==> config.mk <==
export PLATFORM = sky130hd
export DESIGN_NAME = i2c_stretch_slave
export DESIGN_NICKNAME = d
export VERILOG_FILES = /design/src/rtl/i2cs_pkg.sv /design/src/rtl/i2cs_sync.sv /design/src/rtl/i2cs_rxbuf.sv /design/src/rtl/i2c_stretch_slave.sv
export SDC_FILE = /design/constraint.sdc
export NUM_CORES = 1
export LEC_CHECK = 0
export ABC_AREA = 1
export BUFFER_PORTS_ARGS = -buffer_cell sky130_fd_sc_hd__buf_2
export CAP_MARGIN = 20
export CORE_MARGIN = 1.5
export CORE_UTILIZATION = 50
export CTS_CLUSTER_DIAMETER = 200
export DETAILED_ROUTE_END_ITERATION = 8
export PLACE_DENSITY = 0.7
export SYNTH_ARGS = -nofsm -noshare
export SYNTH_HDL_FRONTEND = slang
export SYNTH_SLANG_ARGS = --single-unit
export TNS_END_PERCENT = 5
==> constraint.sdc <==
create_clock -name clk -period 2.1 [get_ports clk]
set_clock_uncertainty 0.05 [all_clocks]
set_input_delay 0.63 -clock clk [delete_from_list [all_inputs] [get_ports clk]]
set_output_delay 0.63 -clock clk [all_outputs]
set_load 0.02 [all_outputs]
==> src/rtl/i2cs_pkg.sv <==
package i2cs_pkg;
  typedef enum logic [2:0] {
    ST_IDLE,
    ST_ADDR,
    ST_AACK,
    ST_WDATA,
    ST_WACK,
    ST_RDATA,
    ST_RACK
  } i2cs_state_e;
endpackage

==> src/rtl/i2cs_sync.sv <==
module i2cs_sync #(
  parameter int STAGES = 2,
  parameter int LINES  = 2
) (
  input  logic             clk,
  input  logic             rst_n,
  input  logic [LINES-1:0] din,
  output logic [LINES-1:0] dout,
  output logic [LINES-1:0] dprev
);
  logic [LINES-1:0] pipe [0:STAGES];

  always_ff @(posedge clk or negedge rst_n) begin
    if (!rst_n) begin
      for (int i = 0; i <= STAGES; i++) pipe[i] <= '1;
    end else begin
      pipe[0] <= din;
      for (int i = 1; i <= STAGES; i++) pipe[i] <= pipe[i-1];
    end
  end

  assign dout  = pipe[STAGES-1];
  assign dprev = pipe[STAGES];
endmodule

==> src/rtl/i2cs_rxbuf.sv <==
module i2cs_rxbuf #(
  parameter int W = 8
) (
  input  logic         clk,
  input  logic         rst_n,
  input  logic         push,
  input  logic [W-1:0] din,
  input  logic         rd_ready,
  output logic         valid,
  output logic [W-1:0] data,
  output logic         ovr
);
  always_ff @(posedge clk or negedge rst_n) begin
    if (!rst_n) begin
      valid <= 1'b0;
      data  <= '0;
      ovr   <= 1'b0;
    end else begin
      ovr <= push && valid && !rd_ready;
      if (push && (!valid || rd_ready)) begin
        data  <= din;
        valid <= 1'b1;
      end else if (rd_ready) begin
        valid <= 1'b0;
      end
    end
  end


  rx_hold_chk: assert property (@(posedge clk) disable iff (!rst_n)
    (valid && !rd_ready) |=> (valid && $stable(data)));


  ovr_keep_chk: assert property (@(posedge clk) disable iff (!rst_n)
    ovr |-> (valid && $stable(data)));
endmodule

==> src/rtl/i2c_stretch_slave.sv <==
module i2c_stretch_slave #(
  parameter int DATA_W      = 8,
  parameter int ADDR_W      = 7,
  parameter int SYNC_STAGES = 2
) (
  input  logic              clk,
  input  logic              rst_n,
  input  logic              scl_i,
  input  logic              sda_i,
  output logic              scl_oe,
  output logic              sda_oe,
  input  logic [ADDR_W-1:0] own_addr,
  input  logic              lsb_first,
  input  logic              nak_sel,
  input  logic              stretch_en,
  output logic [DATA_W-1:0] rx_data,
  output logic              rx_valid,
  input  logic              rx_ready,
  input  logic [DATA_W-1:0] tx_data,
  input  logic              tx_valid,
  output logic              tx_ready,
  output logic              ev_startstop,
  output logic              ev_data,
  output logic              ev_ack,
  output logic              ev_overrun
);
  import i2cs_pkg::*;

  localparam int CNT_W = $clog2(DATA_W + 1);
  localparam logic [CNT_W-1:0] LAST   = CNT_W'(DATA_W);
  localparam logic [CNT_W-1:0] PENULT = CNT_W'(DATA_W - 1);

  logic [1:0] ln_now, ln_prev;
  logic scl_s, scl_p, sda_s, sda_p;
  logic scl_rise, scl_fall, start_det, stop_det;

  i2cs_sync #(.STAGES(SYNC_STAGES), .LINES(2)) u_sync (
    .clk   (clk),
    .rst_n (rst_n),
    .din   ({scl_i, sda_i}),
    .dout  (ln_now),
    .dprev (ln_prev)
  );

  assign scl_s     = ln_now[1];
  assign sda_s     = ln_now[0];
  assign scl_p     = ln_prev[1];
  assign sda_p     = ln_prev[0];
  assign scl_rise  = scl_s & ~scl_p;
  assign scl_fall  = ~scl_s & scl_p;
  assign start_det = scl_s & scl_p & sda_p & ~sda_s;
  assign stop_det  = scl_s & scl_p & ~sda_p & sda_s;

  i2cs_state_e       state;
  logic [CNT_W-1:0]  cnt;
  logic [DATA_W-1:0] sr, txsr, rx_next;
  logic              hold, rw, nak_q, mnak;
  logic              push, addr_hit, tx_bit;

  assign rx_next  = (lsb_first && state == ST_WDATA) ? {sda_s, sr[DATA_W-1:1]}
                                                     : {sr[DATA_W-2:0], sda_s};
  assign addr_hit = (sr[DATA_W-1:DATA_W-ADDR_W] == own_addr);
  assign tx_bit   = lsb_first ? txsr[0] : txsr[DATA_W-1];
  assign tx_ready = (state == ST_RDATA) && hold;
  assign push     = !hold && (state == ST_WDATA) && scl_rise && (cnt == PENULT);

  i2cs_rxbuf #(.W(DATA_W)) u_rxbuf (
    .clk      (clk),
    .rst_n    (rst_n),
    .push     (push),
    .din      (rx_next),
    .rd_ready (rx_ready),
    .valid    (rx_valid),
    .data     (rx_data),
    .ovr      (ev_overrun)
  );

  always_ff @(posedge clk or negedge rst_n) begin
    if (!rst_n) begin
      state <= ST_IDLE; cnt <= '0; sr <= '0; txsr <= '0;
      hold <= 1'b0; rw <= 1'b0; nak_q <= 1'b0; mnak <= 1'b1;
      ev_startstop <= 1'b0; ev_data <= 1'b0; ev_ack <= 1'b0;
    end else begin
      ev_startstop <= 1'b0;
      ev_data      <= 1'b0;
      ev_ack       <= 1'b0;
      if (start_det) begin
        ev_startstop <= 1'b1;
        state <= ST_ADDR;
        cnt   <= '0;
        hold  <= 1'b0;
      end else if (stop_det) begin
        ev_startstop <= 1'b1;
        state <= ST_IDLE;
        hold  <= 1'b0;
      end else if (hold) begin
        if (state == ST_RDATA) begin
          if (tx_valid) begin
            txsr <= tx_data;
            hold <= 1'b0;
          end
        end else if (!rx_valid || !stretch_en) begin
          hold <= 1'b0;
        end
      end else begin
        case (state)
          ST_ADDR, ST_WDATA: begin
            if (scl_rise && cnt != LAST) begin
              sr  <= rx_next;
              cnt <= cnt + 1'b1;
              if (state == ST_WDATA && cnt == PENULT) ev_data <= 1'b1;
            end else if (scl_fall && cnt == LAST) begin
              if (state == ST_ADDR) begin
                if (addr_hit) begin
                  state <= ST_AACK;
                  rw    <= sr[0];
                end else begin
                  state <= ST_IDLE;
                end
              end else begin
                state <= ST_WACK;
                nak_q <= nak_sel;
              end
            end
          end
          ST_AACK, ST_WACK, ST_RACK: begin
            if (scl_rise) begin
              ev_ack <= 1'b1;
              mnak   <= sda_s;
            end else if (scl_fall) begin
              cnt <= '0;
              if (state == ST_RACK && mnak) begin
                state <= ST_IDLE;
              end else if (rw) begin
                state <= ST_RDATA;
                hold  <= 1'b1;
              end else begin
                state <= ST_WDATA;
                hold  <= stretch_en && rx_valid && !rx_ready;
              end
            end
          end
          ST_RDATA: begin
            if (scl_rise && cnt != LAST) begin
              cnt <= cnt + 1'b1;
              if (cnt == PENULT) ev_data <= 1'b1;
            end else if (scl_fall) begin
              if (cnt == LAST) state <= ST_RACK;
              else txsr <= lsb_first ? (txsr >> 1) : (txsr << 1);
            end
          end
          default: ;
        endcase
      end
    end
  end

  assign scl_oe = hold;
  assign sda_oe = (state == ST_AACK) ||
                  (state == ST_WACK && !nak_q) ||
                  (state == ST_RDATA && !hold && !tx_bit);


  stop_release_chk: assert property (@(posedge clk) disable iff (!rst_n)
    stop_det |=> (!sda_oe && !scl_oe));


  tx_release_chk: assert property (@(posedge clk) disable iff (!rst_n)
    (tx_valid && tx_ready) |=> !scl_oe);


  ev_excl_chk: assert property (@(posedge clk) disable iff (!rst_n)
    $onehot0({ev_startstop, ev_data, ev_ack}));


  wr_hold_chk: assert property (@(posedge clk) disable iff (!rst_n)
    (scl_oe && !tx_ready && stretch_en && rx_valid) |=> scl_oe);
endmodule

==> Word level (Yosys, flattened, before mapping) <==
Index checks and enable logic that the tools add are counted.
{ "totals": {"register_bits": 46, "in_bits": 24, "out_inout_bits": 16, "elab_cells": 161} }
{ "op_classes": {"add_sub_neg": 1, "n_eq_ne": 26, "n_mux": 60, "n_bitwise": 16, "n_reduce_logical": 41} }
{ "ops": {"columns": ["operator", "count"], "rows": [
  ["two-way mux 8 bit", 9],
  ["two-way mux 3 bit", 13],
  ["!= test 4 bit (second input constant)", 8],
  ["two-way mux 1 bit", 28],
  ["two-way mux 4 bit", 6],
  ["logical AND 1 bit", 17],
  ["AND reduction 7 bit", 2],
  ["!= test 2 bit (second input constant)", 5],
  ["AND reduction 5 bit", 2],
  ["== test 3 bit (second input constant)", 3],
  ["!= test 3 bit (second input constant)", 3],
  ["NOT 1 bit", 9],
  ["case mux 3 bit (3 select lines)", 1],
  ["AND reduction 9 bit", 1],
  ["case mux 4 bit (2 select lines)", 1],
  ["AND reduction 8 bit", 1],
  ["bitwise AND 1 bit", 7],
  ["== test 7 bit", 1],
  ["== test 3 x 2 -> 1 bit (second input constant)", 2],
  ["zero test 1 bit", 6],
  ["AND reduction 6 bit", 1],
  ["OR reduction 3 bit", 2],
  ["nonzero test 5 bit", 1],
  ["adder 4 x 1 -> 4 bit (second input constant)", 1],
  ["other kinds (10)", 14]
]} }

==> Depth between registers and ports, before layout <==
Gate-level depths: netlist of the first run.
{ "logic_depth": {"word_depth": 10, "ltp_mapped": 10, "ltp_nobuf": 10} }

==> Cells and area by module <==
Synthesis of the first run repeated with hierarchy kept, for this count alone.
{ "hier_totals": {"cells_unflattened": 331, "hier_area_um2": 2557.5} }
{ "by_module_without_submodules": {"columns": ["mod", "n_inst", "cells_each", "area_each_um2", "seq_area_each_um2"], "rows": [
  ["i2c_stretch_slave", 1, 279, 1910.6, 752.0],
  ["i2cs_rxbuf", 1, 42, 459.2, 250.2],
  ["i2cs_sync", 1, 10, 187.7, 157.7]
]} }

==> Worst setup path after synthesis of the first run <==
Ideal clock, no wire load.
{ "synth_path": {"path_kind": "reg-to-output", "from": "register state[1]", "to": "output port sda_oe", "t_arrival_ns": 1.411, "required_time_ns": 1.420, "path_slack_ns": 0.009, "path_stages_with_launch": 4, "path_buffers": 0, "path_cell_list": "dfrtp_1 -> inv_2 -> nand2_2 -> o311ai_0"} }
{ "synth_via": {"elab_chain_cells": 4, "elab_cells_between_ends": 8, "cone_classes": "3 x eq/ne; 5 x reduce/logical"} }
{ "synth_lines": {"columns": ["item", "line", "source"], "rows": [
  ["start, declared", "i2c_stretch_slave.sv:54", "i2cs_state_e state;"],
  ["start signal, assigned", "i2c_stretch_slave.sv:80", "state <= ST_IDLE; cnt <= '0; sr <= '0; txsr <= '0;"],
  ["start signal, assigned", "i2c_stretch_slave.sv:89", "state <= ST_ADDR;"],
  ["start signal, assigned", "i2c_stretch_slave.sv:94", "state <= ST_IDLE;"],
  ["== test 3 bit (on tied branches)", "i2c_stretch_slave.sv:160, i2c_stretch_slave.sv:161", null],
  ["logical AND 1 bit (on tied branches)", "i2c_stretch_slave.sv:160, i2c_stretch_slave.sv:161", null],
  ["logical OR 1 bit or logical AND 1 bit (tied branches)", "i2c_stretch_slave.sv:159, i2c_stretch_slave.sv:161", null],
  ["logical OR 1 bit (*)", "i2c_stretch_slave.sv:160", "(state == ST_WACK && !nak_q) ||"],
  ["end, declared", "i2c_stretch_slave.sv:11", "output logic sda_oe,"]
]} }
Mark *: on every way between the ends. The rest lies on a longest branch, timed or not.

==> Worst setup path after layout of the first run <==
Same ends and word-level chain as after synthesis.

==> impl_metrics.toml, run 1 <==
[floorplanning]
io_pins = 40
initial_core_util_pct = 52.0
core_area_mm2 = 0.00475
die_y_um = 73.3
std_cell_rows = 25
die_area_mm2 = 0.00538
die_w_um = 73.3

[pwr]
peakVddDrop_v = 0.000650
p_leak_uw = 0.00154
power_density_mw_per_mm2 = 1080

[setup_path]
critPathMostFrequentCell = "nand2_2"
r2r_end = "txsr[1]$_DFFE_PN0P_"
path_max_fanout = 4
cpLargestDelayFamily = "flip-flops"
slowest_delay_ns = 0.42
cp_slowest_cell = "dfrtp_2"
r2r_setup_slack_ns = 0.37
critPathBufInv = 2
critPathLaunchType = "flop"
worstSetupPathType = "reg -> out"
worstPathRequired_ns = 1.42
r2r_start = "u_sync.dout[0]$_DFF_PN1_"
rr_worst_depth = 7
critPathCaptureType = "primary output"
cp_num_cells = 6
worstPathCellList = "inv_2, nand2_2, nor2_4, nand2_2, o311ai_2, buf_4"
critPathArrivalTime_ns = 1.38

[cells_and_area]
drive_gt1_share_pct = 25.1
fin_area_mm2 = 0.00289
antenna_cells = 0
fin_nets = 400
syn2layout_area_growth_pct = 16.8

[synth]
avgSynthCellArea_um2 = 7.63
synthArstFlopShare_pct = 100
syn_inst = 324
synth_cell_types = 31
syn_area_mm2 = 0.00247
syn_nets = 350
yosys_warnings = 0
ys_seq_area_share_pct = 46.9
synth_edf_count = 0
ys_seq_elements = 46
synth_ff_type = "dfrtp_1"

[drt]
drt-wirelength-per-cell_um = 12.1
firstDrtPassIters = 4
wl_um = 5340
ant_nets = 0
num_vias = 2196
drt_iter0_markers = 157
vias_per_cell = 4.97
drcViolationCount = 0

[timing]
finalHoldViolCount = 0
maxSlewViolCount = 0
worst_pin_slew_ns = 0.446
period_share_pct = 98.0
finalSetupTns_ns = 0
fmax_mhz = 486
fin_crit_ns = 2.06
final-setup-viol-count = 0
slew_headroom_pct = 70.3

[place]
io_buffers = 39
dp_hpwl_um = 4020
gp_congestion = 0.876
placed_area_mm2 = 0.00276

[global_routing]
grt_max_degree = 30
antenna_found_initial = 0
grt_pass1_wl_um = 9020
grt_overflow = 0
gr-usage-all-layers_pct = 21.7
grt_pass1_vias = 2027

[cts]
clk_latency_ns = 0.30
clk_pin_slew_ns = 0.09
cts_buffer_depth = 2
cts_buffers = 5
htreeDepth = 2
numClockSinks = 46
cts_tree = "yes"
root_buffer = "clkbuf_8"

[min_path]
hold_path.class = "in -> async"

[run]
maxCapViolCount = 0

[run_status]
status = "completed"
==> Yosys cell counts, drive strengths merged, types with 2 or more instances <==
cell type  instances  share of area [%]
nand2            126                 20
inv               42                6.4
dfrtp             39                 39
o21ai             35                8.1
nor2              25                4.7
nand3             16                4.0
a21oi             11                2.4
dfstp              7                7.4
buf                4                1.8
nor3               3               0.81
a22oi              2               0.61
ha                 2                1.0
nand4              2               0.51
o22ai              2               0.51
==> sequential cells by signal, summed over array words and instances, names as in the netlist, 2 cells and up <==
signal,cells
txsr,8
u_sync.dout,2
u_sync.dprev,2
sr,8
u_rxbuf.data,8
cnt,4
u_sync.pipe,2
state,3
==> how the worst max path moves through the flow <==
stage / startpoint / endpoint / slack (ns)
2_1_floorplan: state[1]$_DFFE_PN0P_ / sda_oe / 0.009
3_3_place_gp: lsb_first / sda_oe / 0.07
3_5_place_dp: lsb_first / sda_oe / 0.05
4_1_cts: state[1]$_DFFE_PN0P_ / sda_oe / 0.03
5_1_grt: state[1]$_DFFE_PN0P_ / sda_oe / -0.02
6_report: state[1]$_DFFE_PN0P_ / sda_oe / 0.04
==> kinds of logic after synthesis <==
kind of cell	share of synthesized area [%]
xor gates and xnor gates	0.709
DFF	46.9
AOI/OAI and AO/OA	12.3
adders and majority gates	1.01
buffers and inverters	8.35
and+or+nand+nor	30.7
==> layout make-up <==
class	instances	area [um^2]
Tap cell	67	83.8
Clock buffer	6	72.6
Fill cell	464	1870
Clock inverter	2	13.8
Inverter	42	158
Sequential cell	46	1160
Multi-Input combinational cell	231	1120
Timing Repair Buffer	48	278
==> per-layer routing <==
metal	vias to the layer above	routed length [um]	GRT usage, %
met3	6	297	5.35
li1	1121	-	-
met4	0	38	4.32
met1	1015	2470	28.8
met2	54	2540	36.3
met5	-	0	0
==> stage by stage <==
step	setup WS (ns)	hold slack, ns	std cells	util (%)	power [uW]
6_report	0.0421	0.208	442	60.7	3120
5_1_grt	-0.0246	0.231	442	60.7	3380
4_1_cts	0.0334	0.214	440	60.1	3090
3_5_place_dp	0.0514	0.297	431	58.1	2520
3_3_place_gp	0.0706	0.296	431	58.1	2500
2_1_floorplan	0.00854	0.284	324	-	2220
==> repair_timing <==
item                       4_1_cts  5_1_grt
setup endpoints to repair        1        1
buffers inserted                 1        2
hold buffers                     0        0
pin swaps                        0        1
gates resized for setup          3        5
==> report_power, final <==
part / leakage, uW / switching [uW] / internal (uW)
clock network: 0.0000452 / 305 / 235
registers: 0.000577 / 179 / 1110
logic: 0.000921 / 812 / 479
==> cells in the final DEF (no fill, tap or decap), types with 7 or more instances in the layout <==
master,netlist,routed
o21ai_1,14,14
o21ai_0,14,14
buf_2,0,38
dfstp_2,7,7
nand3_1,12,12
dfrtp_1,39,36
nand2_1,121,120
a21oi_1,10,10
nor2_1,22,21
buf_4,0,9
o21ai_2,7,7
inv_1,37,37
No activity file was read; power rests on OpenSTA's default activity.
==> run 2, diff against run 1 <==
--- a/config.mk
+++ b/config.mk
@@ -5,7 +5,6 @@
 export SDC_FILE = /design/constraint.sdc
 export NUM_CORES = 1
 export LEC_CHECK = 0
-export ABC_AREA = 1
 export BUFFER_PORTS_ARGS = -buffer_cell sky130_fd_sc_hd__buf_2
 export CAP_MARGIN = 20
 export CORE_MARGIN = 1.5
==> run 2 against run 1 <==
  * Via count down 18%
  * Synthesized area decreased by 0.91%
  * Combinational power down 44%
  * Core utilization is 0.85 points higher
  * Setup slack improved by 0.0074 ns
==> impl_metrics.toml, run 2 <==
[global_routing]
grt_overflow = 0
grt_pass1_wl_um = 8160
antenna_found_initial = 0
grt_max_degree = 31
gr-usage-all-layers_pct = 19.9
grt_pass1_vias = 1701

[timing]
fmax_mhz = 488
rsz0062_at_grt = "false"
fin_crit_ns = 2.05
period_share_pct = 97.6
worst_pin_slew_ns = 0.498
final-setup-viol-count = 0
maxSlewViolCount = 0
slew_headroom_pct = 66.7
finalHoldViolCount = 0

[cts]
clk_latency_ns = 0.31
htreeDepth = 2
root_buffer = "clkbuf_8"
numClockSinks = 46
clk_pin_slew_ns = 0.09
cts_tree = "yes"
cts_buffer_depth = 2
cts.hold.buffers_added = 0
cts_buffers = 5

[setup_path]
critPathBufInv = 2
slowest_delay_ns = 0.22
path_max_fanout = 2
cpLargestDelayFamily = "buffers and inverters"
worstSetupPathType = "in -> out"
critPathMostFrequentCell = "buf_2"
cp_slowest_cell = "mux2i_1"
critPathLaunchType = "input port"
worstPathRequired_ns = 1.42
worstPathCellList = "buf_2, mux2i_1, a31oi_1, o22ai_2, buf_2"
critPathCaptureType = "primary output"
critPathArrivalTime_ns = 1.37

[synth]
synth_edf_count = 0
ys_seq_elements = 46
ys_seq_area_share_pct = 47.3
syn_area_mm2 = 0.00245
syn_inst = 217
yosysTopAreaCell = "dfrtp_1"
synth_ff_type = "dfrtp_1"
synth_cell_types = 49
synth_most_common_cell = "dfrtp_1"
synthArstFlopShare_pct = 100
synth_top_area_share_pct = 39.8
yosys-top-cells-area = "dfrtp_1 (40%), mux2_2 (8.7%), dfstp_2 (7.5%)"
syn_nets = 243
avgSynthCellArea_um2 = 11.3
synthTopCellsByCount = "dfrtp_1 (39), nand2_1 (22), mux2_2 (19)"
yosys_warnings = 0

[cells_and_area]
fillCellCount = 409
largestRegisters = "sr x8, txsr x8, u_rxbuf.data x8"
antenna_cells = 0
layout_common_cells = "buf_2 (38), dfrtp_1 (36), nand2_1 (22), mux2_2 (19), o21ai_0 (14)"
final_common_cell = "buf_2"
layoutNonFillerInstCount = 333
fin_nets = 291
drive_gt1_share_pct = 40.2
syn2layout_area_growth_pct = 18.7

[drt]
firstDrtPassIters = 4
met1Wirelength_um = 2400
drt-wirelength-per-cell_um = 14.8
drcViolationCount = 0
top_layer = "met4"
ant_nets = 0
num_vias = 1810
wl_um = 4930
routed-wl-met3_um = 95
wl_met2_um = 2360
vias_per_cell = 5.44
drt_iter0_markers = 117

[pwr]
power_density_mw_per_mm2 = 880
p_leak_uw = 0.00140
peakVddDrop_v = 0.000561
p_total_uw = 2560

[place]
gp_congestion = 0.865
dp_hpwl_um = 3560
dp_cells = 325
io_buffers = 39

[floorplanning]
io_pins = 40
die_y_um = 73.0
core_area_mm2 = 0.00472
std_cell_rows = 25
die_area_mm2 = 0.00533
die_w_um = 73.0
initial_core_util_pct = 51.9

[run_status]
status = "completed"

[min_path]
hold_path.class = "in -> async"

[run]
maxCapViolCount = 0
==> run 2: area by class of cell <==
cell class / count / area, um^2 / share of cell area, %
clock inverters: 2 / 37.5 / 1.29
clock buffers: 6 / 72.6 / 2.49
inverters: 7 / 26.3 / 0.903
flip-flops and latches: 46 / 1160 / 40.0
well taps: 67 / 83.8 / 2.88
multi-input cells: 156 / 1240 / 42.6
repair buffers: 49 / 285 / 9.81
==> run 2: logic make-up after synthesis <==
group	share of synthesized area, %
AND/OR/NAND/NOR	15.7
flip-flops	47.3
multiplexers	20.5
XOR/XNOR	3.17
buffers and inverters	2.81
adder cells (fa/ha/maj)	1.02
AO/OA/AOI/OAI	9.50
==> run 2: path summary, 6_finish.rpt <==
| check | depth (start not counted) | to | slack [ns] | startpoint |
|---|---|---|---|---|
| worst max register to register | 7 | txsr[1]$_DFFE_PN0P_ | 0.13 | cnt[0]$_DFFE_PN0P_ |
| max in group asynchronous | 2 | u_sync.dprev[0]$_DFF_PN1_ | 1.22 | rst_n |
| worst max-delay path | 5 | sda_oe | 0.05 | lsb_first |
| min in group clk | 0 | u_sync.dout[1]$_DFF_PN1_ | 0.30 | u_sync.pipe[5]$_DFF_PN1_ |
| worst min register to register | 0 | u_sync.dout[1]$_DFF_PN1_ | 0.30 | u_sync.pipe[5]$_DFF_PN1_ |
| worst min-delay path | 1 | u_rxbuf.data[5]$_DFFE_PN0P_ | 0.20 | rst_n |
==> run 2: timing repair <==
action / in CTS / in global routing
resized for setup: 2 / 4
pin swaps: 0 / 0
buffers inserted: 0 / 0
endpoints found under the setup margin: 2 / 4
==> run 2: through the flow <==
stage | TNS [ns] | area (um^2) | util [%] | setup slack (ns) | hold slack, ns
after floorplan | -0.0883 | 2460 | - | -0.0473 | 0.284
final | 0 | 2910 | 61.6 | 0.0495 | 0.203
after global routing | 0 | 2910 | 61.6 | 0.00657 | 0.230
after global placement | 0 | 2780 | 58.9 | 0.0357 | 0.296
after CTS | 0 | 2890 | 61.2 | 0.00686 | 0.212
after detailed placement | 0 | 2780 | 58.9 | 0.0483 | 0.301
==> run 2: power breakdown <==
part / internal [uW] / switching (uW) / total, uW
registers: 1010 / 167 / 1180
clock network: 355 / 302 / 657
logic: 368 / 357 / 725
==> run 2: layer usage <==
metal  up-vias  track usage, %
met4         0            6.92
met1       908            28.1
met2        22            30.8
met5         -               0
met3         7            3.73
li1        873               -
==> run 3, diff against run 2 <==
--- a/config.mk
+++ b/config.mk
@@ -9,6 +9,7 @@
 export CAP_MARGIN = 20
 export CORE_MARGIN = 1.5
 export CORE_UTILIZATION = 50
+export CTS_BUF_LIST = sky130_fd_sc_hd__clkbuf_4 sky130_fd_sc_hd__clkbuf_8 sky130_fd_sc_hd__clkbuf_16
 export CTS_CLUSTER_DIAMETER = 200
 export DETAILED_ROUTE_END_ITERATION = 8
 export PLACE_DENSITY = 0.7
==> run 3 against run 2 <==
  * Critical endpoint unchanged
  * Sequential power barely moved
  * Routed wire length did not move
  * Largest cell class unchanged
  * Hold slack did not move
==> impl_metrics.toml, run 3 (synthesis results as in run 2) <==
[timing]
fin_crit_ns = 2.05
finalHoldViolCount = 0
finalSetupTns_ns = 0
worst_pin_slew_ns = 0.498
period_share_pct = 97.6
hold_ws_ns = 0.203
fmax_mhz = 488
worst_slack_ns = 0.0495
maxSlewViolCount = 0
slew_headroom_pct = 66.7
rsz0062_at_grt = "false"
final-setup-viol-count = 0

[setup_path]
cp_slowest_cell = "mux2i_1"
slowest_delay_ns = 0.22
critPathArrivalTime_ns = 1.37
critPathMostFrequentCell = "buf_2"
worstSetupPathType = "in -> out"
critPathLaunchType = "input port"
worstPathRequired_ns = 1.42
worstPathCellList = "buf_2, mux2i_1, a31oi_1, o22ai_2, buf_2"
critPathCaptureType = "primary output"
path_max_fanout = 2

[cts]
numClockSinks = 46
htreeDepth = 2
root_buffer = "clkbuf_8"
clk_latency_ns = 0.31
cts_buffers = 5
cts.hold.buffers_added = 0
cts_buffer_depth = 2
clk_pin_slew_ns = 0.09
postCtsSetupBuffers = 0
cts_tree = "yes"

[global_routing]
antenna_found_initial = 0
gr-usage-all-layers_pct = 19.9
grt_pass1_wl_um = 8160
grt_pass1_vias = 1701
grt_max_degree = 31
grt_overflow = 0

[drt]
ant_nets = 0
num_vias = 1810
drcViolationCount = 0
wl_um = 4930
drt_iter0_markers = 117
drt-wirelength-per-cell_um = 14.8
firstDrtPassIters = 4
vias_per_cell = 5.44

[cells_and_area]
fin_nets = 291
antenna_cells = 0
drive_gt1_share_pct = 40.6
seqCellArea_mm2 = 0.00116
multiInputGateArea_mm2 = 0.00124
fin_area_mm2 = 0.00291
final_common_cell = "buf_2"
largestRegisters = "sr x8, txsr x8, u_rxbuf.data x8"
syn2layout_area_growth_pct = 18.9
utilization_pct = 61.7
layout_common_cells = "buf_2 (38), dfrtp_1 (36), nand2_1 (22), mux2_2 (19), o21ai_0 (14)"
fillCellCount = 409

[pwr]
switching_power_uw = 827
cellInternalPower_uw = 1750
p_sw_share_pct = 32.1
p_leak_uw = 0.00140
power_density_mw_per_mm2 = 883
combPwrFrac_pct = 28.2
peakVddDrop_v = 0.000561
p_clk_share_pct = 26.1
seqPwrFrac_pct = 45.7

[min_path]
hold_path.class = "in -> async"

[floorplanning]
std_cell_rows = 25
die_area_mm2 = 0.00533
io_pins = 40
die_w_um = 73.0
core_area_mm2 = 0.00472
die_y_um = 73.0
initial_core_util_pct = 51.9

[place]
gp_congestion = 0.865
placed_area_mm2 = 0.00278
dp_hpwl_um = 3560
dpl_worst_slack_ns = 0.0483
io_buffers = 39

[run]
maxCapViolCount = 0

[run_status]
status = "completed"
==> run 3: cell counts in the layout (fill, tap and decap cells not counted) <==
Identical to the previous run, type by type.
==> run 3: final cells by class <==
| cell class | instances | share of cell area [%] |
|---|---|---|
| Clock inverter | 2 | 1.29 |
| Tap cell | 67 | 2.88 |
| Sequential cell | 46 | 39.9 |
| Timing Repair Buffer | 49 | 9.79 |
| Inverter | 7 | 0.902 |
| Multi-Input combinational cell | 156 | 42.6 |
| Clock buffer | 6 | 2.62 |
==> run 3: routing by layer <==
layer  part of all wire [%]  vias up  global-route usage, %  routed length (um)
met1                     49      908                   28.1                2400
met5                      0        -                      0                   0
met4                    1.5        0                   6.92                  75
met3                    1.9        7                   3.73                  95
met2                     48       22                   30.8                2360
li1                       -      873                      -                   -
==> run 3: worst paths after layout <==
path	from	to	slack [ns]	cells after the start
max in group asynchronous	rst_n	u_sync.dprev[0]$_DFF_PN1_	1.22	2
min reg2reg	u_sync.pipe[5]$_DFF_PN1_	u_sync.dout[1]$_DFF_PN1_	0.30	0
min in group clk	u_sync.pipe[5]$_DFF_PN1_	u_sync.dout[1]$_DFF_PN1_	0.30	0
max reg2reg	cnt[0]$_DFFE_PN0P_	txsr[1]$_DFFE_PN0P_	0.13	7
max	lsb_first	sda_oe	0.05	5
min	rst_n	u_rxbuf.data[5]$_DFFE_PN0P_	0.20	1
==> run 3: metrics by stage <==
stage / cells / power [uW]
after detailed placement: 325 / 1900
final: 333 / 2570
after global routing: 333 / 2730
after floorplan: 217 / 1690
after CTS: 333 / 2580
after global placement: 325 / 1890
==> run 3: critical path, delay by kind of cell <==
kind | cells | cell delay (ns)
compound gates | 2 | 0.24
buf+inv | 2 | 0.29
mux | 1 | 0.22
==> run 3: timing repair <==
action	4_1_cts	5_1_grt
setup endpoints to repair	2	4
gates resized for setup	2	4
cloned	0	0
==> run 3: power by group through the flow <==
stage | sequential [uW] | combinational [uW] | clock, uW
finish | 1180 | 725 | 670
global route | 1200 | 804 | 721
CTS | 1170 | 717 | 685
detailed placement | 1190 | 714 | 0
global placement | 1180 | 704 | 0
floorplan | 1100 | 582 | 0
